### config.mk
export PLATFORM = sky130hd
export DESIGN_NAME = bti_unit
export DESIGN_NICKNAME = d
export VERILOG_FILES = /design/src/rtl/bti_pkg.sv /design/src/rtl/bti_route.sv /design/src/rtl/bti_target.sv /design/src/rtl/bti_state.sv /design/src/rtl/bti_unit.sv
export SDC_FILE = /design/constraint.sdc
export NUM_CORES = 1
export LEC_CHECK = 0
export BUFFER_PORTS_ARGS = -buffer_cell sky130_fd_sc_hd__buf_4
export CAP_MARGIN = 40
export CORE_AREA = 8 8 92 86
export CTS_BUF_LIST = sky130_fd_sc_hd__clkbuf_4 sky130_fd_sc_hd__clkbuf_8 sky130_fd_sc_hd__clkbuf_16
export DETAILED_ROUTE_END_ITERATION = 16
export DIE_AREA = 0 0 100 94
export GPL_ROUTABILITY_DRIVEN = 1
export PLACE_DENSITY = 0.51
export SLEW_MARGIN = 20
export SYNTH_ARGS = -nofsm -noshare
export SYNTH_HDL_FRONTEND = slang
export SYNTH_HIERARCHICAL = 1
export SYNTH_SLANG_ARGS = --single-unit
### constraint.sdc
create_clock -name clk -period 2.2 [get_ports clk]
set_input_delay 0.11 -clock clk [delete_from_list [all_inputs] [get_ports clk]]
set_output_delay 0.11 -clock clk [all_outputs]
set_load 0.01 [all_outputs]
### src/rtl/bti_pkg.sv
package bti_pkg;

  typedef enum logic [1:0] {
    KIND_PLAIN = 2'd0,
    KIND_EXCH  = 2'd1,
    KIND_ALU   = 2'd2,
    KIND_LOAD  = 2'd3
  } bti_kind_e;

  // Classification of the two low target bits for an exchange write.
  typedef enum logic [1:0] {
    XCLS_TO_NARROW = 2'd0,
    XCLS_TO_WIDE   = 2'd1,
    XCLS_BAD       = 2'd2
  } bti_xcls_e;

  // Does this write take the mode-switching path?
  function automatic logic bti_use_exchange(input bti_kind_e kind,
                                            input int unsigned ver,
                                            input logic t_cur);
    logic r;
    unique case (kind)
      KIND_EXCH:  r = 1'b1;
      KIND_ALU:   r = (ver >= 7) && !t_cur;
      KIND_LOAD:  r = (ver >= 5);
      default:    r = 1'b0;
    endcase
    return r;
  endfunction

  function automatic bti_xcls_e bti_classify(input logic [1:0] low);
    bti_xcls_e c;
    if (low[0])       c = XCLS_TO_NARROW;
    else if (!low[1]) c = XCLS_TO_WIDE;
    else              c = XCLS_BAD;
    return c;
  endfunction

  // Plain writes in wide mode flag misalignment only on old versions.
  function automatic logic bti_plain_bad(input logic [1:0] low,
                                         input int unsigned ver,
                                         input logic t_cur);
    return !t_cur && (ver < 6) && (low != 2'b00);
  endfunction

endpackage

### src/rtl/bti_route.sv
module bti_route
  import bti_pkg::*;
#(
  parameter int unsigned ARCH_VER = 6
) (
  input  logic [1:0] kind,
  input  logic       t_cur,
  output logic       take_exchange
);
  always_comb begin
    take_exchange = bti_use_exchange(bti_kind_e'(kind), ARCH_VER, t_cur);
  end
endmodule

### src/rtl/bti_target.sv
module bti_target
  import bti_pkg::*;
#(
  parameter int unsigned ADDR_W   = 32,
  parameter int unsigned ARCH_VER = 6
) (
  input  logic [ADDR_W-1:0] target,
  input  logic              t_cur,
  input  logic              take_exchange,
  output logic [ADDR_W-1:0] pc_out,
  output logic              t_out,
  output logic              bad_out
);
  localparam logic [ADDR_W-1:0] MASK_HALF = {{(ADDR_W-1){1'b1}}, 1'b0};
  localparam logic [ADDR_W-1:0] MASK_WORD = {{(ADDR_W-2){1'b1}}, 2'b00};

  bti_xcls_e xcls;

  always_comb begin
    xcls    = bti_classify(target[1:0]);
    pc_out  = target & MASK_WORD;
    t_out   = t_cur;
    bad_out = 1'b0;
    if (take_exchange) begin
      unique case (xcls)
        XCLS_TO_NARROW: begin
          pc_out = target & MASK_HALF;
          t_out  = 1'b1;
        end
        XCLS_TO_WIDE: begin
          pc_out = target;
          t_out  = 1'b0;
        end
        default: begin
          pc_out  = target & MASK_WORD;
          bad_out = 1'b1;
        end
      endcase
    end else if (t_cur) begin
      pc_out = target & MASK_HALF;
    end else begin
      pc_out  = target & MASK_WORD;
      bad_out = bti_plain_bad(target[1:0], ARCH_VER, t_cur);
    end
  end
endmodule

### src/rtl/bti_state.sv
module bti_state #(
  parameter int unsigned ADDR_W = 32
) (
  input  logic              clk,
  input  logic              rst,
  input  logic              load,
  input  logic [ADDR_W-1:0] pc_in,
  input  logic              t_in,
  input  logic              bad_in,
  output logic [ADDR_W-1:0] pc_q,
  output logic              t_q,
  output logic              strobe_q,
  output logic              bad_q
);
  always_ff @(posedge clk) begin
    if (rst) begin
      pc_q     <= '0;
      t_q      <= 1'b0;
      strobe_q <= 1'b0;
      bad_q    <= 1'b0;
    end else begin
      strobe_q <= load;
      bad_q    <= load & bad_in;
      if (load) begin
        pc_q <= pc_in;
        t_q  <= t_in;
      end
    end
  end
endmodule

### src/rtl/bti_unit.sv
module bti_unit #(
  parameter int unsigned ADDR_W   = 32,
  parameter int unsigned ARCH_VER = 6
) (
  input  logic              clk,
  input  logic              rst,
  input  logic              req_valid,
  input  logic [1:0]        req_kind,
  input  logic [ADDR_W-1:0] req_target,
  output logic [ADDR_W-1:0] next_pc,
  output logic              redirect,
  output logic              t_bit,
  output logic              unpredictable
);
  // Named internal events, visible to the bound checker.
  logic              take_exchange;
  logic [ADDR_W-1:0] resolved_pc;
  logic              resolved_t;
  logic              req_unpred;

  bti_route #(.ARCH_VER(ARCH_VER)) route_i (
    .kind          (req_kind),
    .t_cur         (t_bit),
    .take_exchange (take_exchange)
  );

  bti_target #(.ADDR_W(ADDR_W), .ARCH_VER(ARCH_VER)) target_i (
    .target        (req_target),
    .t_cur         (t_bit),
    .take_exchange (take_exchange),
    .pc_out        (resolved_pc),
    .t_out         (resolved_t),
    .bad_out       (req_unpred)
  );

  bti_state #(.ADDR_W(ADDR_W)) state_i (
    .clk      (clk),
    .rst      (rst),
    .load     (req_valid),
    .pc_in    (resolved_pc),
    .t_in     (resolved_t),
    .bad_in   (req_unpred),
    .pc_q     (next_pc),
    .t_q      (t_bit),
    .strobe_q (redirect),
    .bad_q    (unpredictable)
  );
endmodule

### After elaboration in Yosys (flattened, before gate mapping)

Index checks and enable logic that the tools add are counted.

| storage, ports and cells | value |
|---|---|
| bits in registers | 35 |
| input port bits | 37 |
| output and inout bits | 35 |

| operators by class | value |
|---|---|
| equal/unequal tests | 3 |
| muxes and demuxes | 9 |
| bitwise gates (word level) | 1 |
| reduce and logical (&&, ||, !) cells | 5 |

Operators by type and width:

| operator | number |
|---|---|
| $mux W2 | 4 |
| $eq A2 B1 Y1 const B | 2 |
| $pmux W2 S2 | 1 |
| $reduce_or A2 Y1 | 2 |
| $mux W1 | 3 |
| $reduce_and A3 Y1 | 1 |
| $eq A2 B2 Y1 const B | 1 |
| $logic_not A2 Y1 | 1 |
| $pmux W1 S2 | 1 |
| $reduce_bool A2 Y1 | 1 |
| $and A1 B1 Y1 | 1 |

### Depth between registers and ports, before layout

Gate-level depths: netlist of the first run.

| logic depth | value |
|---|---|
| depth in word-level cells | 7 |
| mapped depth | 5 |

### Hierarchy

The synthesis of the first run kept the hierarchy.

By module, submodules not included:

| module | times used | cells an instance | area each (sq um) |
|---|---|---|---|
| bti_state | 1 | 111 | 1256.2 |
| bti_target | 1 | 40 | 276.5 |
| bti_route | 1 | 1 | 3.8 |

### Worst setup path before layout of the first run

No wires, ideal clock.

| timing path | value |
|---|---|
| path type | register -> register |
| start point | register state_i.t_q |
| end point | register state_i.pc_q[1] |
| setup time | 65 ps |
| data arrival time | 721 ps |
| data required time | 2135 ps |
| slack | 1414 ps |
| cell stages (with the launch flop) | 5 |
| path buffers | 0 |
| clock period less this slack | 786 ps |
| cell sequence | dfxtp_1 -> nand2b_1 -> a21boi_1 -> mux2i_1 -> nor2_1 |

| on the way | value |
|---|---|
| word-level cells in the longest chain between the ends | 2 |

Ends and longest elaborated chain:

| what | line | source |
|---|---|---|
| start: declaration | bti_state.sv:11 | `output logic t_q,` |
| start signal: assignment | bti_state.sv:26 | `t_q <= t_in;` |
| $mux W2 | bti_target.sv:39 | `end else if (t_cur) begin` |
| $mux W2 | bti_target.sv:24 | `if (take_exchange) begin` |
| named net resolved_pc[1] | bti_unit.sv:17 | `logic [ADDR_W-1:0] resolved_pc;` |
| end signal: assignment | bti_state.sv:25 | `pc_q <= pc_in;` |
| end: declaration | bti_state.sv:10 | `output logic [ADDR_W-1:0] pc_q,` |

The timed path passes the listed nets, and every way through them passes these cells.
A chain may end at the register's enable or synchronous reset.

### Final worst setup path of the first run

| timing path | value |
|---|---|
| start point | register state_i.t_q |
| end point | output port t_bit |

RTL lines:

| what | line | source |
|---|---|---|
| end: declaration | bti_unit.sv:12 | `output logic t_bit,` |

No word-level cell between the ends.

==> reports/qor.csv, run 1 <==
stage,metric,value,unit
status,status,completed,
floorplan,IO Count,72,
clocking,Root Buffer,clkbuf_8,
clocking,cts repair resizes,0,
sta,final setup violation count,0,
clocking,post-CTS setup buffers,0,
setup_path,CP cell instances,buf_4,
clocking,CTS tree,yes,
clocking,CTS Buffer Depth,2,
clocking,Clock Latency Late Sink,280,ps
power_and_ir_drop,Sw Ratio,23.08,%
routing,post-route ant nets,0,
sta,slew margin rel.,61.19,%
floorplan,CORE AREA,0.006376,mm2
sta,final worst-path cycle share,41.34,%
final_layout,Final Cell Area,0.001954,mm2
clocking,Num CTS Buffers,5,
final_layout,number of nets in the layout,226,
job,maxcap violations,0,
clocking,clk slew on worst S/H paths,70,ps
placement,port bufs,70,
synthesis,Mapped Area,0.001536,mm2
final_layout,fillcell total,687,
sta,Fin. Hold Viols,0,
routing,Via density,3.700,
synthesis,Cell variety after synth,17,
setup_path,Worst setup EP type,output port,
clocking,CTS sink count,35,
final_layout,Layout Area Growth over Synthesis,27.20,%
synthesis,sequential share of the synthesized area,45.60,%
min_path,Worst Hold Class,in2reg,
floorplan,area of the die,0.009400,mm2
sta,Max Freq,1099,MHz
power_and_ir_drop,maximum VDD drop,177.4,uV
sta,setup total negative slack,0,ps
placement,DP Area,0.001851,mm2
setup_path,Worst Setup Path Type,reg2out,
global_routing,vias in the first global route,1014,
routing,DRC viols,0,
global_routing,pin count of the biggest net entering global routing,35,
final_layout,"commonest cells after routing, fill and taps aside","70 x buf_4, 35 x dfxtp_1, 34 x nor2_1",
routing,1st-pass router iterations,4,
power_and_ir_drop,internal power,0.001087,W
synthesis,syn nets,189,
power_and_ir_drop,leakage dissipation,0.9770,nW
synthesis,#FFs+latches synth,35,
clocking,CTS Hold Buffers Added,0,
placement,routability cong.,0.6351,
routing,Initial DRC Count,25,
floorplan,Die Span Y,94,um
setup_path,family with the most delay on the worst path,flip-flops,
global_routing,gr ovfl total,0,
power_and_ir_drop,PwrDens,723.2,mW/mm2
setup_path,CP required,2090,ps
setup_path,Worst Path Max Fanout,4,
sta,RSZ-0062 raised after global routing,no,
power_and_ir_drop,share of power burned in registers,48.7,%
sta,Fin Clk Skew,0.01160,ps
sta,worst-margin pin slew,582.1,ps
clocking,H-tree levels,2,
floorplan,initial core utilization,24.10,%
final_layout,layout cells sized above 1,41.05,%
global_routing,GRT Util Overall,6.738,%
routing,wire per inst,11.63,um
setup_path,CP bufs+invs,1,
routing,vias,1036,
final_layout,"commonest non-fill, non-tap cell in the layout",buf_4,
power_and_ir_drop,Clk pwr share,36.7,%
setup_path,Startpoint Class,flop,
synthesis,number of synthesis warnings,6,
power_and_ir_drop,P_sw,0.0003262,W
global_routing,first-pass GRT wire length,5009,um
global_routing,initial antenna violation count,0,
setup_path,CP peak stage delay,380,ps
power_and_ir_drop,Gate power share,14.6,%
synthesis,synthesized area per cell,10.11,um2
sta,Period minus WS final,909.6,ps
placement,HPWL reported at the end of detailed placement,2310,um
routing,Detailed Route WL,3256,um
floorplan,FP Rows,28,
sta,final slew viol count,0,
final_layout,Ant. Diodes,0,
setup_path,Crit-path slowest cell,dfxtp_1,
floorplan,DIE WIDTH,100,um
setup_path,Critical Path AT,800,ps
synthesis,Post-Syn Instances,152,
-- path summary, 6_finish.rpt --
kind                            cells past startpoint              from  slack, ps               end
worst max register to register                      4       state_i/t_q       1360   state_i/pc_q[1]
worst min-delay path                                3    req_target[30]         60  state_i/pc_q[30]
worst max-delay path                                1       state_i/t_q       1290             t_bit
worst min register to register                      2  state_i/pc_q[20]        490  state_i/pc_q[20]
-- state kept, by name, indices dropped and copies added (netlist names) --
register and cells:
state_i/bad_q 1, state_i/pc_q 32, state_i/strobe_q 1, state_i/t_q 1
-- stage by stage --
step / power (W) / hold slack (ps) / setup WS, ps / util (%) / cells
floorplan: 0.0008478 / 299.4 / 1414 / - / 152
global placement: 0.0009103 / 344.7 / 1151 / 29.02 / 272
detailed placement: 0.0009135 / 352.1 / 1129 / 29.02 / 272
CTS: 0.001452 / 47.90 / 1267 / 30.65 / 280
global route: 0.001492 / 50.65 / 1235 / 30.65 / 280
finish: 0.001413 / 60.27 / 1290 / 30.65 / 280
-- synth_stat cells --
cell type,n,area [um2]
nand2b_1,1,6.260
buf_2,1,5.000
conb_1,1,3.750
nor2b_1,1,6.260
o21ai_1,1,5.000
buf_4,31,232.7
dfxtp_1,35,700.7
inv_1,1,3.750
nand2_1,2,7.510
buf_12,3,60.06
buf_6,1,11.26
and2_1,1,6.260
nor2_1,34,127.6
clkbuf_1,4,15.01
and2b_1,1,7.510
a21boi_1,1,7.510
mux2i_1,33,330.3
-- power by group through the flow --
stage	sequential [W]	clock (W)	combinational, W
2_1_floorplan	0.000719	0	0.000129
3_3_place_gp	0.000701	0	0.000209
3_5_place_dp	0.000702	0	0.000212
4_1_cts	0.000688	0.000553	0.000212
5_1_grt	0.000692	0.000574	0.000226
6_report	0.000688	0.000519	0.000207
-- metal layers --
metal  vias up  global-route usage (%)  wire length, um
met4         0                   2.642               31
li1        522                       -                -
met3         5                   3.556              307
met2        41                   10.44             1455
met5         -                       0                0
met1       468                   7.652             1462
-- cell type report --
cell class / count / area (um2) / area share (%)
multi-input cells: 76 / 508.0 / 25.99
inverters: 1 / 3.754 / 0.1921
well taps: 90 / 112.6 / 5.762
repair buffers: 70 / 525.5 / 26.89
flip-flops and latches: 35 / 700.7 / 35.85
clock buffers: 8 / 103.9 / 5.314
-- kinds of logic (layout without fill, tap and decap cells) --
group                  count (synthesis)  count (layout)  share of synthesized area, %
multiplexers                          33              33                         21.50
AO/OA/AOI/OAI                          2               2                        0.8142
flip-flops                            35              35                         45.60
buffers and inverters                 41              79                         21.33
AND/OR/NAND/NOR                       40              40                         10.51
other                                  1               1                        0.2441
Power figures use the tool's default switching activity.
==> inputs of run 2 (changes only) <==
- ABC_AREA: not set -> 1
- CORE_AREA: 8 8 92 86 -> 8 8 97 90
- DIE_AREA: 0 0 100 94 -> 0 0 105 98
- PLACE_DENSITY: 0.51 -> 0.52
- clock period: 2.2 -> 0.8 ns (I/O delays scaled with it)
==> run 2 against run 1 <==
The flow now finishes with violations (setup timing). Synthesized cell count rose by 72%. Non-clock buffer count rose by 5. Register-to-register slack got worse by 1400 ps. Clock power rose by 140%. Count of clock-buffer cells in the layout fell by 3. Area after synthesis rose by 11%. Via count rose by 39%. Setup slack got worse by 1300 ps. Global-route usage rose by 0.78 points. First-iteration DRC count rose by 40%. Total power rose to 2.8 times the previous value. Clock skew barely moved. Critical endpoint is now state_i/t_q. Highest routed layer unchanged.
==> reports/qor.csv, run 2 <==
stage,metric,value,unit,change
setup_path,CP required,980,ps,-1110 ps
synthesis,syn nets,298,,+58%
synthesis,top_reg_cell synth,dfxtp_1,,
setup_path,Critical Path Start,state_i/t_q,,
status,failing checks,setup timing,,
sta,final setup violation count,1,,+1
global_routing,pin count of the biggest net entering global routing,40,,+14%
floorplan,FP Rows,30,,+7.1%
clocking,Root Buffer,clkbuf_8,,
routing,vias,1440,,+39%
synthesis,Synth async-reset ratio,0,%,unchanged
floorplan,initial core utilization,23.68,%,-0.42 points
setup_path,r2r startpoint,state_i/t_q,,
setup_path,CP peak stage delay,360,ps,-20 ps
synthesis,"top cells by area, synth","dfxtp_1 41%, nand2_1 16%, nor2_1 15%, buf_4 14%, inv_1 8.1%",,
clocking,CTS Buffer Depth,2,,unchanged
status,status,"finished, violations left",,
final_layout,final core occ,33.00,%,+2.4 points
sta,final slew viol count,0,,unchanged
final_layout,"commonest non-fill, non-tap cell in the layout",nand2_1,,
synthesis,"EDFF count, synth",0,,unchanged
sta,hold_ws,21.82,ps,-38.45 ps
power_and_ir_drop,maximum VDD drop,615.8,uV,+250%
setup_path,Critical Path AT,980,ps,+180 ps
final_layout,fillcell total,799,,+16%
placement,HPWL reported at the end of detailed placement,2862,um,+24%
min_path,min-delay src,req_target[0],,
clocking,H-tree levels,2,,unchanged
final_layout,Ant. Diodes,0,,unchanged
synthesis,Cell variety after synth,12,,-5
setup_path,"Top cell by count, worst path",nand2_1,,
clocking,CTS sink count,35,,unchanged
setup_path,family with the most delay on the worst path,flip-flops,,
routing,DRC viols,0,,unchanged
clocking,Num CTS Buffers,5,,unchanged
setup_path,Worst Path Max Fanout,4,,unchanged
synthesis,Mapped Area,0.001707,mm2,+11%
final_layout,number of nets in the layout,337,,+49%
setup_path,CP cell instances,inv_1 > nand2_1 > nand2_1 > nand2_1 > inv_1 > nand2_1 > nand2_1 > nor2_1,,
final_layout,"commonest cells after routing, fill and taps aside","72 x nand2_1, 69 x nor2_1, 38 x buf_4",,
global_routing,first-pass GRT wire length,6465,um,+29%
final_layout,max reg flops,32,,unchanged
setup_path,CP bufs+invs,2,,+1
synthesis,#FFs+latches synth,35,,unchanged
setup_path,Crit-path slowest cell,dfxtp_4,,
synthesis,synthesized area per cell,6.539,um2,-35%
routing,wire per inst,9.539,um,-18%
floorplan,Die Span Y,98,um,+4.3%
job,maxcap violations,0,,unchanged
global_routing,GRT Util Overall,7.518,%,+0.78 points
setup_path,Worst setup EP type,flop,,
synthesis,most common cell in the netlist,nand2_1,,
sta,final worst-path cycle share,100.6,%,
sta,fin worst setup slack,-4.409,ps,-1295 ps
synthesis,sequential share of the synthesized area,41.06,%,-4.5 points
clocking,clk slew on worst S/H paths,70,ps,about the same
routing,post-route ant nets,0,,unchanged
sta,Fin. Hold Viols,0,,unchanged
final_layout,Largest Register,state_i/pc_q,,
global_routing,vias in the first global route,1452,,+43%
placement,"worst slack, placed",14.80,ps,-1114 ps
setup_path,Worst Setup Path Type,reg2reg,,
sta,RSZ-0062 raised after global routing,yes,,
sta,Fin Clk Skew,0.03150,ps,+0.01990 ps
min_path,Worst Hold Class,in2reg,,
placement,routability cong.,0.6505,,+2.4%
synthesis,post-synth top area cell,dfxtp_1,,
final_layout,layout cells sized above 1,38.87,%,-2.2 points
placement,port bufs,70,,unchanged
routing,1st-pass router iterations,4,,unchanged
routing,Via density,3.627,,-2.0%
clocking,Clock Latency Late Sink,280,ps,about the same
sta,Max Freq,1243,MHz,
final_layout,Layout Area Growth over Synthesis,39.37,%,
floorplan,DIE WIDTH,105,um,+5.0%
power_and_ir_drop,leakage dissipation,1.297,nW,+33%
synthesis,number of synthesis warnings,6,,unchanged
floorplan,IO Count,72,,unchanged
routing,Initial DRC Count,35,,+40%
synthesis,top cell type's share of synthesized area,41.06,%,-4.5 points
sta,Period minus WS final,804.4,ps,
synthesis,Post-Syn Instances,261,,+72%
setup_path,Startpoint Class,flop,,
clocking,CTS tree,yes,,
routing,Detailed Route WL,3787,um,+16%
synthesis,synth cell count leaders,"73 x nand2_1, 69 x nor2_1, 37 x inv_1",,
floorplan,CORE AREA,0.007207,mm2,+13%
power_and_ir_drop,PwrDens,1683,mW/mm2,+130%
floorplan,area of the die,0.01029,mm2,+9.5%
global_routing,initial antenna violation count,0,,unchanged
global_routing,gr ovfl total,0,,unchanged
## run 2: cell types whose count changed after synthesis, sizes merged, moves of 3 or more
cell	delta
buf	+6
clkbuf	-3
inv	+37
mux2i	-33
nand2	+71
nor2	+35
## run 2: metal layers
layer,vias up,global-route usage (%),share of wire (%)
li1,783,-,-
met1,608,8.291,45
met2,44,12.03,45
met3,5,4.016,9.6
met4,0,2.632,0.90
met5,-,0,0
## run 2: logic make-up (layout without fill, tap and decap cells)
logic type	after synthesis	after routing	synth area share [%]
AOI/OAI and AO/OA	1	1	0.2930
buffers and inverters	81	121	26.90
other	1	1	0.2197
DFF	35	35	41.06
and+or+nand+nor	143	143	31.52
## run 2: power breakdown
part / leakage [nW] / switching [W] / total [W] / internal [W]
registers: 0.300 / 0.0000794 / 0.00196 / 0.00188
clock network: 0.0477 / 0.000640 / 0.00124 / 0.000596
logic: 0.949 / 0.000344 / 0.000805 / 0.000462
total: 1.30 / 0.00106 / 0.00400 / 0.00294
## run 2: per-stage QoR
step           cell area, um2  setup TNS, ps  std cells  total power [W]
6_report                 2379         -4.409        397         0.004004
2_1_floorplan            1708              0        261         0.002426
5_1_grt                  2379         -243.9        397         0.004276
3_5_place_dp             2117              0        388         0.002715
3_3_place_gp             2117              0        388         0.002705
4_1_cts                  2250         -40.61        397         0.004037
## run 2: worst paths after layout
check | to | slack, ps | cells past startpoint
worst max register to register | state_i/t_q | -4 | 8
worst min register to register | state_i/pc_q[1] | 470 | 2
worst min-delay path | state_i/bad_q | 20 | 4
worst max-delay path | state_i/t_q | -4 | 8
## run 2: timing repair
| action | in CTS | in global routing |
|---|---|---|
| resized for setup | 20 | 46 |
| endpoints found under the setup margin | 16 | 33 |
| endpoints found under the hold margin | 2 | 0 |
| setup buffers | 0 | 0 |
| hold buffers | 1 | 0 |
## run 2: worst reg2reg max path: stages, from the launching register on
cell     delay [ps]
dfxtp_4         360
inv_1            50
nand2_1          40
nand2_1          50
nand2_1          40
inv_1            40
nand2_1          40
nand2_1          50
nor2_1           30
## run 2: area by class of cell
class | count | area, um2 | share of cell area, %
Tap cell | 96 | 120.1 | 5.050
Timing Repair Buffer | 75 | 735.7 | 30.93
Inverter | 38 | 142.6 | 5.997
Sequential cell | 35 | 743.2 | 31.25
Clock inverter | 3 | 15.01 | 0.6312
Multi-Input combinational cell | 145 | 553.0 | 23.25
Clock buffer | 5 | 68.82 | 2.893
==> inputs of run 3 (changes only) <==
- PLACE_DENSITY: 0.52 -> 0.46
==> run 3 against run 2 <==
The flow still finishes with violations (setup timing). Sequential share of layout area increased by 0.18 points. Clock skew increased by 3.2 ps. Register-to-register slack about the same. Utilization decreased by 0.30 points. Clock power increased by 15%. Die area unchanged. Combinational power decreased by 2.6%. Sequential power about the same. Routed wire length increased by 3.6%. Critical endpoint is now state_i/pc_q[1]. Largest cell class unchanged. Highest routed layer unchanged.
==> reports/qor.csv, run 3 (same netlist as run 2, synthesis figures left out) <==
stage,metric,value,unit,change
setup_path,Startpoint Class,flop,,
status,status,"finished, violations left",,
power_and_ir_drop,internal power,0.003146,W,+7.0%
setup_path,CP cell instances,nand2_1 > o21ai_1 > inv_1 > nand2_1 > nand2_1 > nor2_1,,
final_layout,number of nets in the layout,340,,+0.89%
job,maxcap violations,0,,unchanged
power_and_ir_drop,P_sw,0.001024,W,-3.7%
clocking,H-tree levels,2,,unchanged
setup_path,Crit-path slowest cell,dfxtp_2,,
final_layout,Largest Register,state_i/pc_q,,
power_and_ir_drop,Gate power share,18.8,%,-1.3 points
power_and_ir_drop,leakage dissipation,1.300,nW,+0.24%
routing,post-route ant nets,0,,unchanged
global_routing,GR peak layer,met2,,
floorplan,CORE AREA,0.007207,mm2,unchanged
clocking,CTS tree,yes,,
setup_path,Worst Path Max Fanout,4,,unchanged
routing,vias,1449,,+0.63%
global_routing,initial antenna violation count,0,,unchanged
power_and_ir_drop,Sw Ratio,24.56,%,-2.0 points
status,failing checks,setup timing,,
sta,final setup violation count,1,,unchanged
placement,routability cong.,0.6789,,+4.4%
floorplan,FP Rows,30,,unchanged
setup_path,Worst setup EP type,flop,,
sta,Max Freq,1221,MHz,-1.8%
final_layout,"commonest non-fill, non-tap cell in the layout",nand2_1,,
global_routing,vias in the first global route,1418,,-2.3%
placement,HPWL reported at the end of detailed placement,2884,um,+0.78%
sta,Period minus WS final,819.0,ps,+14.59 ps
routing,Detailed Route WL,3923,um,+3.6%
routing,wire per inst,9.808,um,+2.8%
setup_path,CP peak stage delay,350,ps,about the same
sta,RSZ-0062 raised after global routing,yes,,
sta,Fin. Hold Viols,0,,unchanged
sta,Fin Clk Skew,3.269,ps,+3.237 ps
final_layout,layout cells sized above 1,38.82,%,-0.055 points
placement,port bufs,70,,unchanged
final_layout,max reg flops,32,,unchanged
placement,"worst slack, placed",14.36,ps,-0.4337 ps
sta,final worst-path cycle share,102.4,%,+1.8 points
final_layout,"commonest cells after routing, fill and taps aside","73 x nand2_1, 69 x nor2_1, 51 x buf_4",,
floorplan,DIE WIDTH,105,um,unchanged
clocking,Root Buffer,clkbuf_8,,
global_routing,pin count of the biggest net entering global routing,37,,-7.5%
power_and_ir_drop,maximum VDD drop,803.5,uV,+30%
clocking,clk slew on worst S/H paths,70,ps,about the same
setup_path,Critical Path AT,1030,ps,+50 ps
global_routing,gr ovfl total,0,,unchanged
routing,Initial DRC Count,29,,-17%
routing,DRC viols,0,,unchanged
clocking,CTS sink count,35,,unchanged
setup_path,Worst Setup Path Type,reg2reg,,
global_routing,GRT Util Overall,7.760,%,+0.24 points
power_and_ir_drop,Clk pwr share,34.1,%,+3.2 points
setup_path,"Top cell by count, worst path",nand2_1,,
global_routing,met2 Resource Use GR,11.20,%,-0.83 points
global_routing,GR met3 Demand/Resource,4.872,%,+0.86 points
setup_path,CP required,1020,ps,+40 ps
power_and_ir_drop,PwrDens,1769,mW/mm2,+5.1%
power_and_ir_drop,share of power burned in registers,47.0,%,-2.0 points
clocking,Num CTS Buffers,5,,unchanged
floorplan,area of the die,0.01029,mm2,unchanged
final_layout,Ant. Diodes,0,,unchanged
power_and_ir_drop,PnR Total Power,0.004170,W,+4.2%
routing,Via density,3.623,,-0.13%
routing,1st-pass router iterations,4,,unchanged
sta,fin worst setup slack,-19.00,ps,-14.59 ps
sta,setup total negative slack,-19.00,ps,-14.59 ps
global_routing,met1 Use GR,9.358,%,+1.1 points
floorplan,initial core utilization,23.68,%,unchanged
min_path,Worst Hold Class,in2reg,,
floorplan,Die Span Y,98,um,unchanged
sta,final slew viol count,0,,unchanged
clocking,CTS Buffer Depth,2,,unchanged
clocking,Clock Latency Late Sink,280,ps,about the same
final_layout,Layout Area Growth over Synthesis,38.12,%,
floorplan,IO Count,72,,unchanged
global_routing,first-pass GRT wire length,6617,um,+2.4%
[run 3: worst paths after layout]
path / endpoint / cells past startpoint / startpoint / slack [ps]
max: state_i/pc_q[1] / 6 / state_i/t_q / -20
min: state_i/bad_q / 4 / req_target[0] / 20
max reg2reg: state_i/pc_q[1] / 6 / state_i/t_q / -20
min reg2reg: state_i/pc_q[21] / 2 / state_i/pc_q[21] / 470
[run 3: timing repair]
item | in CTS | in global routing
buffers inserted | 0 | 2
gates resized for setup | 10 | 45
endpoints found under the setup margin | 11 | 34
hold buffers | 1 | 0
hold endpoints to repair | 2 | 0
pin swaps | 0 | 1
[run 3: routing by layer]
| metal | up-vias | share of wire, % |
|---|---|---|
| li1 | 788 | - |
| met5 | - | 0 |
| met1 | 610 | 47 |
| met4 | 0 | 0.43 |
| met2 | 49 | 40 |
| met3 | 2 | 13 |
[run 3: cell type report]
class | count | area [um2]
fillers | 816 | 4850
flip-flops and latches | 35 | 740.7
inverters | 38 | 142.6
multi-input cells | 145 | 546.8
clock buffers | 8 | 103.9
repair buffers | 78 | 703.2
well taps | 96 | 120.1
[run 3: metrics by stage]
stage	cell area (um2)	std cells	hold WS (ps)	utilization (%)
2_1_floorplan	1708	261	111.3	-
3_3_place_gp	2100	389	226.4	29.13
3_5_place_dp	2100	389	236.3	29.13
4_1_cts	2228	398	14.27	30.92
5_1_grt	2357	400	38.17	32.71
6_report	2357	400	25.00	32.71
[run 3: worst max-delay path, delay by kind of cell (launching register included)]
family | cells | cell delay (ps)
AOI/OAI and AO/OA | 1 | 130
and+or+nand+nor | 4 | 230
DFF | 1 | 350
buffers and inverters | 1 | 50
[run 3: power by group through the flow]
stage	Sequential [W]	Clock, W	Combinational, W
after floorplan	0.00202	0	0.000410
after global placement	0.00196	0	0.000737
after detailed placement	0.00197	0	0.000740
after CTS	0.00193	0.00151	0.000747
after global routing	0.00198	0.00159	0.000894
final	0.00196	0.00142	0.000784
